<file path="config.mk">
export PLATFORM = sky130hd
export DESIGN_NAME = micro_sequencer
export DESIGN_NICKNAME = d
export VERILOG_FILES = /design/src/rtl/useq_pkg.sv /design/src/rtl/useq_dp.sv /design/src/rtl/useq_ctrl.sv /design/src/rtl/micro_sequencer.sv
export SDC_FILE = /design/constraint.sdc
export NUM_CORES = 2
export LEC_CHECK = 0
export BUFFER_PORTS_ARGS = -buffer_cell sky130_fd_sc_hd__buf_2
export CAP_MARGIN = 10
export CELL_PAD_IN_SITES_DETAIL_PLACEMENT = 2
export CELL_PAD_IN_SITES_GLOBAL_PLACEMENT = 2
export CORE_MARGIN = 2
export CORE_UTILIZATION = 47
export CTS_CLUSTER_SIZE = 12
export DETAILED_ROUTE_END_ITERATION = 6
export PLACE_DENSITY = 0.77
export SETUP_SLACK_MARGIN = 0.4
export SLEW_MARGIN = 25
export SYNTH_ARGS = -nofsm -noshare
export SYNTH_HDL_FRONTEND = slang
export SYNTH_HIERARCHICAL = 1
export SYNTH_SLANG_ARGS = --single-unit
</file>
<file path="constraint.sdc">
create_clock -name clk -period 5.3 [get_ports clk]
set_input_delay 1.325 -clock clk [delete_from_list [all_inputs] [get_ports clk]]
set_output_delay 1.325 -clock clk [all_outputs]
set_load 0.005 [all_outputs]
</file>
<file path="src/rtl/useq_pkg.sv">
package useq_pkg;

  // Sequencing codes carried in bits [1:0] of every micro-word
  typedef enum logic [1:0] {
    SEQ_INC = 2'b00,
    SEQ_JMP = 2'b01,
    SEQ_BRF = 2'b10,
    SEQ_END = 2'b11
  } seqOp_e;

  // Source of the next micro-address
  typedef enum logic [1:0] {
    NX_HOLD = 2'd0,
    NX_INC  = 2'd1,
    NX_JUMP = 2'd2,
    NX_MAP  = 2'd3
  } nextSel_e;

  // Strobes from control to datapath
  typedef struct packed {
    nextSel_e sel;
    logic     drive;
  } seqStrobe_t;

  localparam int FLAG_COUNT = 3;

endpackage

</file>
<file path="src/rtl/useq_dp.sv">
module useq_dp
  import useq_pkg::*;
#(
  parameter int OPC_W   = 4,
  parameter int UADDR_W = 6,
  parameter int CTRL_W  = 8
) (
  input  logic                       clk,
  input  logic                       rst,
  input  seqStrobe_t                 strobe,
  input  logic [OPC_W-1:0]           opcode,
  input  logic                       storeWrEn,
  input  logic [UADDR_W-1:0]         storeWrAddr,
  input  logic [CTRL_W+UADDR_W+3:0]  storeWrData,
  input  logic                       mapWrEn,
  input  logic [OPC_W-1:0]           mapWrAddr,
  input  logic [UADDR_W-1:0]         mapWrData,
  output seqOp_e                     seqOp,
  output logic [1:0]                 flagSel,
  output logic [CTRL_W-1:0]          ctrlField
);

  localparam int SEQ_LSB     = 0;
  localparam int FSEL_LSB    = 2;
  localparam int TGT_LSB     = 4;
  localparam int CTRL_LSB    = TGT_LSB + UADDR_W;
  localparam int WORD_W      = CTRL_LSB + CTRL_W;
  localparam int STORE_DEPTH = 1 << UADDR_W;
  localparam int MAP_DEPTH   = 1 << OPC_W;

  logic [WORD_W-1:0]  store  [STORE_DEPTH];
  logic [UADDR_W-1:0] mapTbl [MAP_DEPTH];

  logic [UADDR_W-1:0] uPc, nextAddr, target, mapStart;
  logic [WORD_W-1:0]  uIr;

  always_ff @(posedge clk) begin
    if (storeWrEn) store[storeWrAddr] <= storeWrData;
  end

  always_ff @(posedge clk) begin
    if (mapWrEn) mapTbl[mapWrAddr] <= mapWrData;
  end

  assign target    = uIr[TGT_LSB +: UADDR_W];
  assign mapStart  = mapTbl[opcode];
  assign seqOp     = seqOp_e'(uIr[SEQ_LSB +: 2]);
  assign flagSel   = uIr[FSEL_LSB +: 2];
  assign ctrlField = uIr[CTRL_LSB +: CTRL_W];

  always_comb begin
    unique case (strobe.sel)
      NX_INC:  nextAddr = uPc + UADDR_W'(1);
      NX_JUMP: nextAddr = target;
      NX_MAP:  nextAddr = mapStart;
      default: nextAddr = uPc;
    endcase
  end

  always_ff @(posedge clk) begin
    if (rst) begin
      uPc <= '0;
      uIr <= '0;
    end else begin
      uPc <= nextAddr;
      uIr <= store[nextAddr];
    end
  end

  // increment advances by one, wrapping at the top
  p_inc_r2: assert property (@(posedge clk) disable iff (rst)
    strobe.sel == NX_INC |=> uPc == $past(uPc) + UADDR_W'(1));

  // a jump lands on the target field of the previous word
  p_jump_r3: assert property (@(posedge clk) disable iff (rst)
    strobe.sel == NX_JUMP |=> uPc == $past(target));

  // dispatch lands on the table entry of the sampled opcode
  p_map_r7: assert property (@(posedge clk) disable iff (rst)
    strobe.sel == NX_MAP |=> uPc == $past(mapStart));

endmodule

</file>
<file path="src/rtl/useq_ctrl.sv">
module useq_ctrl
  import useq_pkg::*;
(
  input  logic                  clk,
  input  logic                  rst,
  input  logic                  instrValid,
  input  logic [FLAG_COUNT-1:0] aluFlags,
  input  seqOp_e                seqOp,
  input  logic [1:0]            flagSel,
  output seqStrobe_t            strobe,
  output logic                  instrDone
);

  typedef enum logic [1:0] {ST_PRIME, ST_RUN, ST_WAIT} state_e;
  state_e state, stateNxt;
  logic   flagHit;

  always_comb begin
    unique case (flagSel)
      2'b00:   flagHit = aluFlags[0];
      2'b01:   flagHit = aluFlags[1];
      2'b10:   flagHit = aluFlags[2];
      default: flagHit = 1'b0;
    endcase
  end

  always_comb begin
    strobe.sel   = NX_HOLD;
    strobe.drive = 1'b0;
    instrDone    = 1'b0;
    stateNxt     = state;
    unique case (state)
      ST_PRIME: stateNxt = ST_RUN;
      ST_RUN: begin
        strobe.drive = 1'b1;
        unique case (seqOp)
          SEQ_INC: strobe.sel = NX_INC;
          SEQ_JMP: strobe.sel = NX_JUMP;
          SEQ_BRF: strobe.sel = flagHit ? NX_JUMP : NX_INC;
          default: begin
            instrDone = 1'b1;
            if (instrValid) strobe.sel = NX_MAP;
            else            stateNxt   = ST_WAIT;
          end
        endcase
      end
      default: begin
        if (instrValid) begin
          strobe.sel = NX_MAP;
          stateNxt   = ST_RUN;
        end
      end
    endcase
  end

  always_ff @(posedge clk) begin
    if (rst) state <= ST_PRIME;
    else     state <= stateNxt;
  end

  // the priming cycle after reset always leads into execution
  p_prime_run_r1: assert property (@(posedge clk) disable iff (rst)
    state == ST_PRIME |=> state == ST_RUN);

  // done only while a routine word is being executed
  p_done_run_r6: assert property (@(posedge clk) disable iff (rst)
    instrDone |-> state == ST_RUN && !strobe.drive == 1'b0);

  // idle persists, silently, until instrValid
  p_wait_hold_r8: assert property (@(posedge clk) disable iff (rst)
    state == ST_WAIT && !instrValid |=> state == ST_WAIT && !instrDone);

  // a last word without valid parks the sequencer
  p_end_park_r8: assert property (@(posedge clk) disable iff (rst)
    instrDone && !instrValid |=> state == ST_WAIT);

endmodule

</file>
<file path="src/rtl/micro_sequencer.sv">
module micro_sequencer
  import useq_pkg::*;
#(
  parameter int OPC_W   = 4,
  parameter int UADDR_W = 6,
  parameter int CTRL_W  = 8
) (
  input  logic                      clk,
  input  logic                      rst,
  input  logic                      instrValid,
  input  logic [OPC_W-1:0]          opcode,
  input  logic [FLAG_COUNT-1:0]     aluFlags,
  input  logic                      storeWrEn,
  input  logic [UADDR_W-1:0]        storeWrAddr,
  input  logic [CTRL_W+UADDR_W+3:0] storeWrData,
  input  logic                      mapWrEn,
  input  logic [OPC_W-1:0]          mapWrAddr,
  input  logic [UADDR_W-1:0]        mapWrData,
  output logic [CTRL_W-1:0]         ctrlWord,
  output logic                      instrDone
);

  seqStrobe_t        strobe;
  seqOp_e            seqOp;
  logic [1:0]        flagSel;
  logic [CTRL_W-1:0] ctrlField;

  useq_ctrl u_ctrl (
    .clk        (clk),
    .rst        (rst),
    .instrValid (instrValid),
    .aluFlags   (aluFlags),
    .seqOp      (seqOp),
    .flagSel    (flagSel),
    .strobe     (strobe),
    .instrDone  (instrDone)
  );

  useq_dp #(.OPC_W(OPC_W), .UADDR_W(UADDR_W), .CTRL_W(CTRL_W)) u_dp (
    .clk         (clk),
    .rst         (rst),
    .strobe      (strobe),
    .opcode      (opcode),
    .storeWrEn   (storeWrEn),
    .storeWrAddr (storeWrAddr),
    .storeWrData (storeWrData),
    .mapWrEn     (mapWrEn),
    .mapWrAddr   (mapWrAddr),
    .mapWrData   (mapWrData),
    .seqOp       (seqOp),
    .flagSel     (flagSel),
    .ctrlField   (ctrlField)
  );

  // control bits reach the datapath only while a routine runs
  assign ctrlWord = strobe.drive ? ctrlField : '0;

  // the done pulse comes with a driven control word
  p_done_driven_r6: assert property (@(posedge clk) disable iff (rst)
    instrDone |-> strobe.drive);

endmodule

</file>
==> flow_summary.toml <==
[finish]
multi_input_area_sq_mm = 0.01143
utilization_pct = 55.49
ff_latch_area_sq_mm = 0.03800
syn2layout_area_growth_pct = 16.90
fillers = 9141
fin_nets = 3568
drive_above_1_share_pct = 19.84

[timing]
tightestPinTransition_ns = 1.054
min_period_ns = 4.790
worst_slack_ns = 0.5102
timing.fmax_mhz = 208.8
setup_viol = 0
skew_ns = 0.03268
fin_crit_sh_pct = 90.37
hold_viol = 0
tns_ns = 0
drv_slew = 0
rsz0062_at_grt = "false"
relSlewSlack_pct = 29.72

[outcome]
violations = "DRC"
status = "complete, but fails checks"

[floorplan]
die_w_um = 330.3
core_area_sq_mm = 0.1054
die-area_sq_mm = 0.1091
start_util_pct = 47.47
die-height_um = 330.3
io_pins = 55
rows = 119

[global_route]
grt_pass1_wl_um = 281900
grt_max_degree = 65
overflow = 0
gr-usage-all-layers_pct = 36.95
grt_pass1_vias = 36240
antenna_found_initial = 25

[clocking]
clk_pin_slew_worst_paths_ns = 0.07
root_buffer = "clkbuf_16"
cts_buffer_depth = 3
cts_tree = "yes"
clkSinkCount = 1274
clock_latency_ns = 0.78
cts.htree.levels = 4
cts_buffers = 139

[synthesis]
synth_flop_cell = "edfxtp_1"
syn_area_sq_mm = 0.05004
async_reset_ff_share_pct = 0
yosysSeqAreaShare_pct = 75.94
ys_ff_latch = 1274
synth_edf_count = 1248
synth_cell_types = 61
synth_fp_nets = 3285
yosysWarnings = 6
avgSynthCellArea_sq_um = 15.45
syn_inst = 3238

[drt]
drt-total-wl_um = 200400
viasPerCell = 6.759
drtIter0Drc = 4507
drc = 10
firstDrtPassIters = 7
vias = 33960
post_drt_wl_per_cell_um = 39.89
antenna_left = 0

[worst_setup_path]
rrSetupSlack_ns = 0.51
required_ns = 5.94
rr_worst_depth = 13
start_kind = "register"
r2r-end = "u_dp/uIr[1]"
cp.arrival_ns = 5.43
worst_setup_path_end_kind = "register"
critPathMaxFanout = 14
path_class = "register to register"
r2r_start = "u_dp/uIr[1]"

[placement]
dp_hpwl_um = 115500
gp_congestion = 0.8454
io_buffers = 54
place_ws_ns = -0.3900

[worst_hold_path]
hold_depth = 2
hold_path.startpoint = "u_ctrl/state[0]"
hold_class = "register to register"
min_to = "u_ctrl/state[1]"

[power_and_ir_drop]
comb_power_share_pct = 33.8
p_per_area_mw_per_mm2 = 537.3
p_clk_share_pct = 30.1
intPower_mw = 19.94
p_total_mw = 31.43
seqPwrFrac_pct = 36.1
switchingPower_mw = 11.49
swShare_pct = 36.55
peakVddDrop_mv = 0.3613
cellLeakagePower_nw = 19.82

[flow_run]
maxCapViolCount = 0
## cell families (layout without fill, tap and decap cells)
kind of cell / Yosys count / after routing / share of synthesized area (%)
other: 0 / 5 / 0
multiplexers: 207 / 207 / 5.784
buffers and inverters: 220 / 611 / 2.040
AO/OA/AOI/OAI: 422 / 422 / 5.969
adder cells (fa/ha/maj): 1 / 1 / 0.02500
AND/OR/NAND/NOR: 1114 / 1114 / 10.24
flip-flops: 1274 / 1274 / 75.94
## layout by cell type (no fill, tap or decap), drive strengths merged, types with 8 or more instances in the layout
cell type and instances:
clkbuf 182, and3 55, nor2b 63, nor4 20, and4 18, inv 13
a221o 18, clkinv 56, mux2i 126, o22ai 10, mux2 17, and2 11
a21oi 182, nor3 20, edfxtp 1248, a221oi 124, buf 356, nand2 564
nand3 232, dfxtp 26, mux4 64, a31oi 22, nor2 90, nand2b 11
nand4 8, o41ai 35
## worst max-delay path, stage by stage, from the launching register on
cell and delay, ns:
dfxtp_1 0.76, nand4b_1 0.17, buf_4 0.22, a32o_1 0.38
nor4bb_1 0.19, a22oi_1 0.34, o311a_4 0.44, buf_12 0.17
buf_12 0.18, mux4_2 0.53, nor2b_1 0.17, o41ai_1 0.65
buf_4 0.27, nand4_1 0.13
## how the worst max path moves through the flow
stage | start | to | depth (start not counted)
after detailed placement | aluFlags[1] | u_dp/uIr[10] | 16
after global routing | u_dp/uIr[1] | u_dp/uIr[9] | 14
after floorplan | aluFlags[1] | u_dp/uIr[10] | 15
after CTS | aluFlags[1] | u_dp/uIr[12] | 16
final | u_dp/uIr[1] | u_dp/uIr[1] | 13
after global placement | aluFlags[0] | u_dp/uIr[10] | 16
## per-layer routing
layer / track usage (%) / vias to the layer above / wire (um)
met5: 0 / - / 137
met4: 17.99 / 20 / 10350
met3: 7.633 / 621 / 17540
met2: 60.59 / 2181 / 97500
met1: 47.10 / 18030 / 74910
li1: - / 13110 / -
## registers in the layout (all words and copies together), names as in the netlist
name	count
u_dp/uPc	6
u_ctrl/state	2
u_dp/uIr	18
u_dp/store	1152
u_dp/mapTbl	96
## metrics by stage
step                      instance area (sq um)  hold slack [ns]  std cells
final                                     58490           0.6361       5025
after CTS                                 58350           0.6220       5018
after global routing                      58480           0.6495       5021
after global placement                    54080           0.5540       4769
after detailed placement                  54120           0.6062       4769
after floorplan                           50040           0.5332       3238
## power groups by stage
stage	combinational, mW	clock, mW	sequential, mW
4_1_cts	10.4	9.54	11.3
3_3_place_gp	9.15	0	11.5
5_1_grt	11.0	9.81	11.4
2_1_floorplan	5.45	0	11.5
6_report	10.6	9.45	11.4
3_5_place_dp	9.93	0	11.6
## synthesized netlist by cell type (2+ instances only)
cell type	n	area share [%]
nand4b_1	3	0.053
a31oi_1	22	0.28
a211oi_1	3	0.045
and4_1	18	0.32
a221o_1	18	0.36
nand4_1	8	0.10
inv_1	5	0.038
nor3_2	2	0.040
o21ai_1	2	0.020
mux4_2	64	2.9
mux2_2	17	0.38
or3b_2	2	0.035
buf_1	16	0.12
o21bai_1	2	0.030
a221oi_1	115	2.0
and3_1	54	0.68
nand3b_1	5	0.075
buf_6	3	0.068
dfxtp_1	26	1.0
nor3_1	18	0.18
nand2_1	564	4.2
nor4_1	20	0.25
a21oi_1	182	1.8
buf_2	63	0.63
a22oi_1	7	0.11
buf_4	25	0.38
nand2b_1	11	0.14
o41ai_1	35	0.61
edfxtp_1	1248	75
or2_2	3	0.038
and2_1	11	0.14
nand3_1	232	2.3
o22ai_1	10	0.13
a221oi_2	9	0.27
nor2b_1	63	0.79
clkbuf_1	107	0.80
o21ai_0	3	0.030
or3_1	3	0.038
o22a_1	3	0.053
mux2i_1	126	2.5
nor2_1	90	0.68
## final cells by class
class,count,share of cell area [%]
sequential,1274,64.96
multi-input combinational,1744,19.54
clock buffer,182,6.327
timing repair buffer,356,5.301
tap,1391,2.975
clock inverter,67,0.8406
inverter,6,0.03850
antenna,5,0.02139
## repair_timing
action | in CTS | in global routing
gates resized for setup | 5 | 15
pin swaps | 0 | 2
buffers inserted | 0 | 2
setup endpoints to repair | 5 | 11
hold buffers | 0 | 0
Power figures use the tool's default switching activity.
